[src/rtl/hold_arb_pkg.sv]
package hold_arb_pkg;

    typedef enum logic {
        HS_OWNED   = 1'b0,
        HS_GRANTED = 1'b1
    } hold_state_e;

    typedef enum logic {
        SQ_IDLE   = 1'b0,
        SQ_STROBE = 1'b1
    } seq_phase_e;

    // width able to hold values 0..n
    function automatic int unsigned cnt_width(input int unsigned n);
        return $clog2(n + 1) + 1;
    endfunction

endpackage

[src/rtl/hold_sync.sv]
module hold_sync #(
    parameter int SYNC_STAGES = 2
) (
    input  logic clk,
    input  logic rst,
    input  logic hold_n_async,
    output logic req_o
);
    logic [SYNC_STAGES-1:0] chain_q;

    always_ff @(posedge clk) begin
        if (rst) chain_q <= '0;
        else     chain_q <= {chain_q[SYNC_STAGES-2:0], ~hold_n_async};
    end

    assign req_o = chain_q[SYNC_STAGES-1];

    initial begin
        assert (SYNC_STAGES >= 2) else $error("synchronizer needs at least two stages");
    end
endmodule

[src/rtl/hold_ctrl.sv]
module hold_ctrl
    import hold_arb_pkg::*;
#(
    parameter int MIN_HOLD_CYC = 2
) (
    input  logic clk,
    input  logic rst,
    input  logic req_i,
    input  logic nohold_i,
    input  logic busy_i,
    input  logic pend_i,
    output logic want_o,
    output logic holda_o
);
    localparam int QW = cnt_width(MIN_HOLD_CYC);
    localparam logic [QW-1:0] QUAL_DONE = QW'(MIN_HOLD_CYC - 1);

    logic [QW-1:0] qual_q;
    hold_state_e   state_q;
    logic          qualified;

    // count consecutive synchronized request cycles, saturating
    always_ff @(posedge clk) begin
        if (rst)                    qual_q <= '0;
        else if (!req_i)            qual_q <= '0;
        else if (qual_q != QUAL_DONE) qual_q <= qual_q + 1'b1;
    end

    assign qualified = req_i && (qual_q == QUAL_DONE);
    assign want_o    = qualified && !nohold_i;

    always_ff @(posedge clk) begin
        if (rst) begin
            state_q <= HS_OWNED;
        end else begin
            unique case (state_q)
                HS_OWNED:
                    if (want_o && !busy_i && !pend_i) state_q <= HS_GRANTED;
                HS_GRANTED:
                    if (!req_i || nohold_i) state_q <= HS_OWNED;
                default: state_q <= HS_OWNED;
            endcase
        end
    end

    assign holda_o = (state_q == HS_GRANTED);

    assert_grant_after_cycle_R2: assert property (@(posedge clk) disable iff (rst)
        $rose(holda_o) |-> !$past(busy_i));

    assert_override_drops_R5: assert property (@(posedge clk) disable iff (rst)
        nohold_i |=> !holda_o);

    assert_release_on_drop_R4: assert property (@(posedge clk) disable iff (rst)
        (holda_o && !req_i) |=> !holda_o);

    generate
        if (MIN_HOLD_CYC >= 2) begin : g_qual_chk
            assert_grant_qualified_R1: assert property (@(posedge clk) disable iff (rst)
                $rose(holda_o) |-> ($past(req_i) && $past(req_i, 2)));
        end else begin : g_qual_chk1
            assert_grant_qualified_R1: assert property (@(posedge clk) disable iff (rst)
                $rose(holda_o) |-> $past(req_i));
        end
    endgenerate
endmodule

[src/rtl/bus_seq.sv]
module bus_seq
    import hold_arb_pkg::*;
#(
    parameter int AW      = 16,
    parameter int DW      = 16,
    parameter int BUS_CYC = 2
) (
    input  logic          clk,
    input  logic          rst,
    input  logic          core_req,
    input  logic          core_we,
    input  logic [AW-1:0] core_addr,
    input  logic [DW-1:0] core_wdata,
    input  logic          holda_i,
    input  logic          want_i,
    output logic          core_stall,
    output logic          busy_o,
    output logic          pend_o,
    output logic          bus_strobe,
    output logic          bus_rd,
    output logic [AW-1:0] bus_addr,
    output logic [DW-1:0] bus_wdata,
    output logic          data_oe
);
    localparam int CW = cnt_width(BUS_CYC);

    typedef struct packed {
        logic          we;
        logic [AW-1:0] addr;
        logic [DW-1:0] data;
    } access_t;

    access_t    op_q, pend_q, core_acc;
    logic       pend_v;
    seq_phase_e phase_q;
    logic [CW-1:0] left_q;
    logic       busy, start_pend, start_core, post;

    always_comb begin
        core_acc.we   = core_we;
        core_acc.addr = core_addr;
        core_acc.data = core_wdata;
    end

    assign busy       = (phase_q == SQ_STROBE);
    // buffered write drains first once the bus is back
    assign start_pend = pend_v && !busy && !holda_i;
    assign start_core = core_req && !busy && !pend_v && !holda_i && !want_i;
    assign post       = core_req && core_we && holda_i && !pend_v;
    assign core_stall = core_req && !start_core && !post;

    always_ff @(posedge clk) begin
        if (rst) begin
            phase_q <= SQ_IDLE;
            left_q  <= '0;
            op_q    <= '0;
        end else if (start_pend) begin
            phase_q <= SQ_STROBE;
            left_q  <= CW'(BUS_CYC - 1);
            op_q    <= pend_q;
        end else if (start_core) begin
            phase_q <= SQ_STROBE;
            left_q  <= CW'(BUS_CYC - 1);
            op_q    <= core_acc;
        end else if (busy) begin
            if (left_q == '0) phase_q <= SQ_IDLE;
            else              left_q  <= left_q - 1'b1;
        end
    end

    always_ff @(posedge clk) begin
        if (rst) begin
            pend_v <= 1'b0;
            pend_q <= '0;
        end else if (post) begin
            pend_v <= 1'b1;
            pend_q <= core_acc;
        end else if (start_pend) begin
            pend_v <= 1'b0;
        end
    end

    assign busy_o     = busy;
    assign pend_o     = pend_v;
    assign bus_strobe = busy;
    assign bus_rd     = busy ? !op_q.we : 1'b1;
    assign bus_addr   = op_q.addr;
    assign bus_wdata  = op_q.data;
    assign data_oe    = busy && op_q.we;

    assert_post_accepted_R6: assert property (@(posedge clk) disable iff (rst)
        (core_req && core_we && holda_i && !pend_v) |=> pend_v);

    assert_second_stalls_R7: assert property (@(posedge clk) disable iff (rst)
        (holda_i && pend_v && core_req) |-> core_stall);

    assert_pending_first_R8: assert property (@(posedge clk) disable iff (rst)
        ($fell(holda_i) && pend_v) |=> (busy && op_q.we));

    assert_no_strobe_in_hold_R2: assert property (@(posedge clk) disable iff (rst)
        holda_i |-> !busy);
endmodule

[src/rtl/hold_arbiter.sv]
module hold_arbiter #(
    parameter int AW           = 16,
    parameter int DW           = 16,
    parameter int SYNC_STAGES  = 2,
    parameter int MIN_HOLD_CYC = 2,
    parameter int BUS_CYC      = 2
) (
    input  logic          clk,
    input  logic          rst,
    input  logic          hold_n,
    input  logic          nohold,
    input  logic          core_req,
    input  logic          core_we,
    input  logic [AW-1:0] core_addr,
    input  logic [DW-1:0] core_wdata,
    output logic          core_stall,
    output logic          hold_ack,
    output logic          bus_strobe,
    output logic          bus_rd,
    output logic [AW-1:0] bus_addr,
    output logic [DW-1:0] bus_wdata,
    output logic          strb_oe,
    output logic          rw_oe,
    output logic          addr_oe,
    output logic          data_oe
);
    logic req_s, want, busy, pend, holda;

    hold_sync #(.SYNC_STAGES(SYNC_STAGES)) u_sync (
        .clk(clk), .rst(rst), .hold_n_async(hold_n), .req_o(req_s)
    );

    hold_ctrl #(.MIN_HOLD_CYC(MIN_HOLD_CYC)) u_ctrl (
        .clk(clk), .rst(rst), .req_i(req_s), .nohold_i(nohold),
        .busy_i(busy), .pend_i(pend), .want_o(want), .holda_o(holda)
    );

    bus_seq #(.AW(AW), .DW(DW), .BUS_CYC(BUS_CYC)) u_seq (
        .clk(clk), .rst(rst), .core_req(core_req), .core_we(core_we),
        .core_addr(core_addr), .core_wdata(core_wdata),
        .holda_i(holda), .want_i(want), .core_stall(core_stall),
        .busy_o(busy), .pend_o(pend), .bus_strobe(bus_strobe),
        .bus_rd(bus_rd), .bus_addr(bus_addr), .bus_wdata(bus_wdata),
        .data_oe(data_oe)
    );

    assign hold_ack = holda;
    assign strb_oe  = !holda;
    assign rw_oe    = !holda;
    assign addr_oe  = !holda;

    assert_data_off_in_hold_R3: assert property (@(posedge clk) disable iff (rst)
        data_oe |-> !hold_ack);

    assert_reset_clears_R10: assert property (@(posedge clk)
        $past(rst) |-> (!hold_ack && strb_oe && addr_oe));
endmodule

[config.mk]
export PLATFORM = sky130hd
export DESIGN_NAME = hold_arbiter
export DESIGN_NICKNAME = d
export VERILOG_FILES = /design/src/rtl/hold_arb_pkg.sv /design/src/rtl/hold_sync.sv /design/src/rtl/hold_ctrl.sv /design/src/rtl/bus_seq.sv /design/src/rtl/hold_arbiter.sv
export SDC_FILE = /design/constraint.sdc
export NUM_CORES = 1
export LEC_CHECK = 0
export ABC_AREA = 1
export BUFFER_PORTS_ARGS = -buffer_cell sky130_fd_sc_hd__buf_2
export CORE_AREA = 2 2 91 93
export CTS_CLUSTER_DIAMETER = 200
export DETAILED_ROUTE_END_ITERATION = 10
export DIE_AREA = 0 0 93 95
export PLACE_DENSITY = 0.86
export SLEW_MARGIN = 20
export SYNTH_ARGS = -nofsm -noshare
export SYNTH_HDL_FRONTEND = slang
export SYNTH_SLANG_ARGS = --single-unit
[constraint.sdc]
create_clock -name clk -period 1.3 [get_ports clk]
set_clock_uncertainty 0.1 [all_clocks]
set_input_delay 0.065 -clock clk [delete_from_list [all_inputs] [get_ports clk]]
set_output_delay 0.065 -clock clk [all_outputs]
set_load 0.05 [all_outputs]
==> results.yml <==
run_status:
  status: "finished, violations left"
  failed_checks: "negative hold slack, negative setup slack"
place:
  finalWeightedCongestion: 0.797
  hpwl_um: 6190
  i_o_buffers: 77
global_route:
  grt_pass1_wl_um: 15400
  grt_max_degree: 36
  grt_overflow_total: 0
  total_global_routing_track_utilization_pct: 21.8
  first_global_vias: 3446
  antenna_found_initial: 0
power_and_ir_drop:
  cell_internal_pwr_mw: 3.62
  clock_power_share_pct: 29.7
  leakagePower_nw: 2.64
  netSwitchingFraction_pct: 33.4
  p_sw_mw: 1.81
  worst_ir_drop_vdd_mv: 0.632
  p_seq_share_pct: 46.3
  pwr_density_cell_nw_per_um2: 982
  power.combinational.fraction_pct: 24.0
finish:
  finish.net_count: 722
  post-route-util_pct: 69.8
  multi_input_combinational_cell_area_sq_um: 1930
  syn2layout_area_growth_pct: 44.0
  regArea_sq_um: 1550
  antenna-diode-count: 0
  final_layout_size_suffix_gt1_share_pct: 30.8
  filler_cell_count_in_the_final_layout: 571
clock_tree:
  tritoncts.num_buffers: 9
  cts_root_buf: "sky130_fd_sc_hd__clkbuf_8"
  holdBufCountCts: 36
  cts.sinks: 77
  htreeDepth: 3
  clock_insertion_delay_worst_skew_ps: 370
  clk_pin_slew_ps: 90
  clockBufferDepth: 2
  tritoncts_clock_tree: "yes"
job:
  cap_violations: 0
hold_path:
  timing.hold.worst.class: "in2reg"
  min_delay_path_depth: 4
sta:
  maxSlewHeadroom_pct: 81.5
  post-route-period-util_pct: 127
  max_clock_freq_mhz: 606
  timing_worst_slew_pin_value_ps: 277
  report.final.setup_viol: 72
  layout_setup_ws_ps: -349
  maxSlewViolCount: 0
  final.hold.worst_slack_ps: -143
  rsz_0062_raised_after_global_routing: "true"
  timing.setup.tns_ps: -13840
  hold_viol: 1
  fin_crit_ps: 1650
yosys:
  post_synthesis_cell_area_sq_um: 3840
  synth.yosys.seq_area_share_pct: 40.1
  yosysUniqueCellTypes: 23
  synth.net_count: 619
  synthesis.instances: 577
  synthesis.yosys.warnings: 0
  synth.avg_cell_area_sq_um: 6.66
  ys_ff_latch: 77
worst_setup_path:
  worst_r2r_path_depth: 10
  worst-endpoint-required_ps: 1130
  timing.critical_path.arrival_ps: 1480
  worstSetupEndpointType: "output port"
  critPathLaunchType: "flop"
  critical_path_peak_fanout: 2
  worst-r2r-setup-slack_ps: -340
  worstSetupPathType: "reg2out"
die:
  fp.dieW_um: 93
  coreArea_sq_um: 7930
  rows: 33
  initial_utilization_pct: 48.5
  num_io_pins: 78
  die_span_y_um: 95
  die_area_sq_um: 8840
routing:
  route.antenna.remaining_nets: 0
  finalWirelength_um: 12400
  dr.first_iter.drc_count: 329
  detail_route.drc_violations: 0
  viasPerCell: 5.35
  routed_wire_length_per_instance_um: 15.6
  num_vias: 4223
  drt_pre_antenna_iters: 5
==> final timing paths <==
| path | from | to |
|---|---|---|
| worst max-delay path | u_ctrl.qual_q[1]$_SDFFE_PP0P_ | core_stall |
| worst min register to register | u_sync.chain_q[0]$_SDFF_PP0_ | u_sync.chain_q[1]$_SDFF_PP0_ |
| worst min-delay path | nohold | u_ctrl.holda_o$_SDFF_PP0_ |
| worst max register to register | u_ctrl.qual_q[1]$_SDFFE_PP0P_ | u_seq.left_q[1]$_SDFFE_PP0P_ |
==> power by group through the flow <==
| stage | sequential [mW] | combinational [mW] | clock (mW) |
|---|---|---|---|
| final | 2.52 | 1.30 | 1.61 |
| after global routing | 2.52 | 1.40 | 1.73 |
| after CTS | 2.51 | 1.13 | 1.61 |
| after detailed placement | 2.57 | 1.02 | 0 |
| after global placement | 2.56 | 0.995 | 0 |
| after floorplan | 2.56 | 0.843 | 0 |
==> area by class of cell <==
type | count | area share (%)
clock buffer | 9 | 2.24
timing repair buffer | 162 | 28.0
clock inverter | 7 | 0.769
inverter | 49 | 3.60
tap | 105 | 2.37
sequential | 77 | 28.1
multi-input combinational | 381 | 34.9
==> worst max-delay path, cell delays in order, from the launching register on <==
cell	delay (ps)
sky130_fd_sc_hd__dfxtp_2	330
sky130_fd_sc_hd__inv_2	60
sky130_fd_sc_hd__ha_4	120
sky130_fd_sc_hd__inv_2	40
sky130_fd_sc_hd__nor2_4	100
sky130_fd_sc_hd__nand2_2	90
sky130_fd_sc_hd__nand2_4	110
sky130_fd_sc_hd__nand2_4	50
sky130_fd_sc_hd__nor2_4	80
sky130_fd_sc_hd__buf_6	160
==> repair_timing <==
action                                 in CTS  in global routing
cloned                                      0                 17
setup endpoints to repair                  75                 79
setup buffers                               4                  6
endpoints found under the hold margin      70                  1
pin swaps                                   4                 14
resized for setup                          23                 57
==> stage by stage <==
stage	hold WS (ps)	power [mW]	instances	setup WS (ps)	cell area (sq um)
2_1_floorplan	31.7	3.41	577	-149	3920
3_3_place_gp	115	3.56	714	-131	4320
3_5_place_dp	121	3.59	714	-196	4320
4_1_cts	-154	5.25	769	-281	4940
5_1_grt	-120	5.65	790	-400	5530
6_report	-143	5.43	790	-349	5530
==> logic make-up (layout without fill, tap and decap cells) <==
family                     after synthesis  count (layout)  synth area share [%]
AOI/OAI and AO/OA                       71              71                  9.31
xor gates and xnor gates                 1               1                 0.228
adders and majority gates                4               4                  1.30
buffers and inverters                  121             227                  16.4
DFF                                     77              77                  40.1
and+or+nand+nor                        303             305                  32.6
==> flip-flops by register name, summed over array words and instances, names as in the netlist <==
signal            count
u_seq.pend_q         33
u_seq.bus_addr       16
u_seq.bus_wdata      16
u_ctrl.qual_q         3
u_seq.left_q          3
u_sync.chain_q        2
u_ctrl.holda_o        1
u_seq.bus_strobe      1
u_seq.op_q            1
u_seq.pend_o          1
==> metal layers <==
| metal | track usage, % | routed length [um] | vias up |
|---|---|---|---|
| li1 | - | - | 1988 |
| met1 | 25.0 | 4770 | 1951 |
| met2 | 40.0 | 6350 | 239 |
| met3 | 3.27 | 828 | 45 |
| met4 | 10.3 | 402 | 0 |
| met5 | 0 | 0 | - |
==> Yosys cell counts, drive strengths merged <==
master,n,area [sq um]
inv,48,180
clkbuf,14,52.6
nor2,109,419
a21oi,38,190
a211oi,1,7.51
buf,58,395
nand2,120,453
dfxtp,77,1540
xnor2,1,8.76
nand4,1,12.5
o21ai,32,160
ha,4,50.1
nand3,70,350
nor3,1,5.00
or2,2,12.5
clkinv,1,3.75
==> layout by cell type, fill, tap and decap left out, types with 2 or more instances in the layout <==
cell                            count
sky130_fd_sc_hd__nor2_1           104
sky130_fd_sc_hd__nand2_1           97
sky130_fd_sc_hd__dfxtp_1           72
sky130_fd_sc_hd__buf_2             71
sky130_fd_sc_hd__nand3_1           67
sky130_fd_sc_hd__inv_1             40
sky130_fd_sc_hd__dlygate4sd3_1     36
sky130_fd_sc_hd__o21ai_0           32
sky130_fd_sc_hd__a21oi_1           19
sky130_fd_sc_hd__a21oi_2           18
sky130_fd_sc_hd__nand2_2           16
sky130_fd_sc_hd__buf_4             16
sky130_fd_sc_hd__buf_6             13
sky130_fd_sc_hd__clkbuf_16         11
sky130_fd_sc_hd__buf_12            11
sky130_fd_sc_hd__clkbuf_8           9
sky130_fd_sc_hd__nand2_4            7
sky130_fd_sc_hd__clkinv_2           5
sky130_fd_sc_hd__inv_2              4
sky130_fd_sc_hd__clkinvlp_4         4
sky130_fd_sc_hd__nor2_4             3
sky130_fd_sc_hd__ha_1               3
sky130_fd_sc_hd__buf_8              3
sky130_fd_sc_hd__dfxtp_2            3
sky130_fd_sc_hd__nor2_2             2
sky130_fd_sc_hd__nand2_8            2
sky130_fd_sc_hd__nand3_2            2
sky130_fd_sc_hd__dfxtp_4            2
Note: power is estimated with default switching activity, not from simulation.
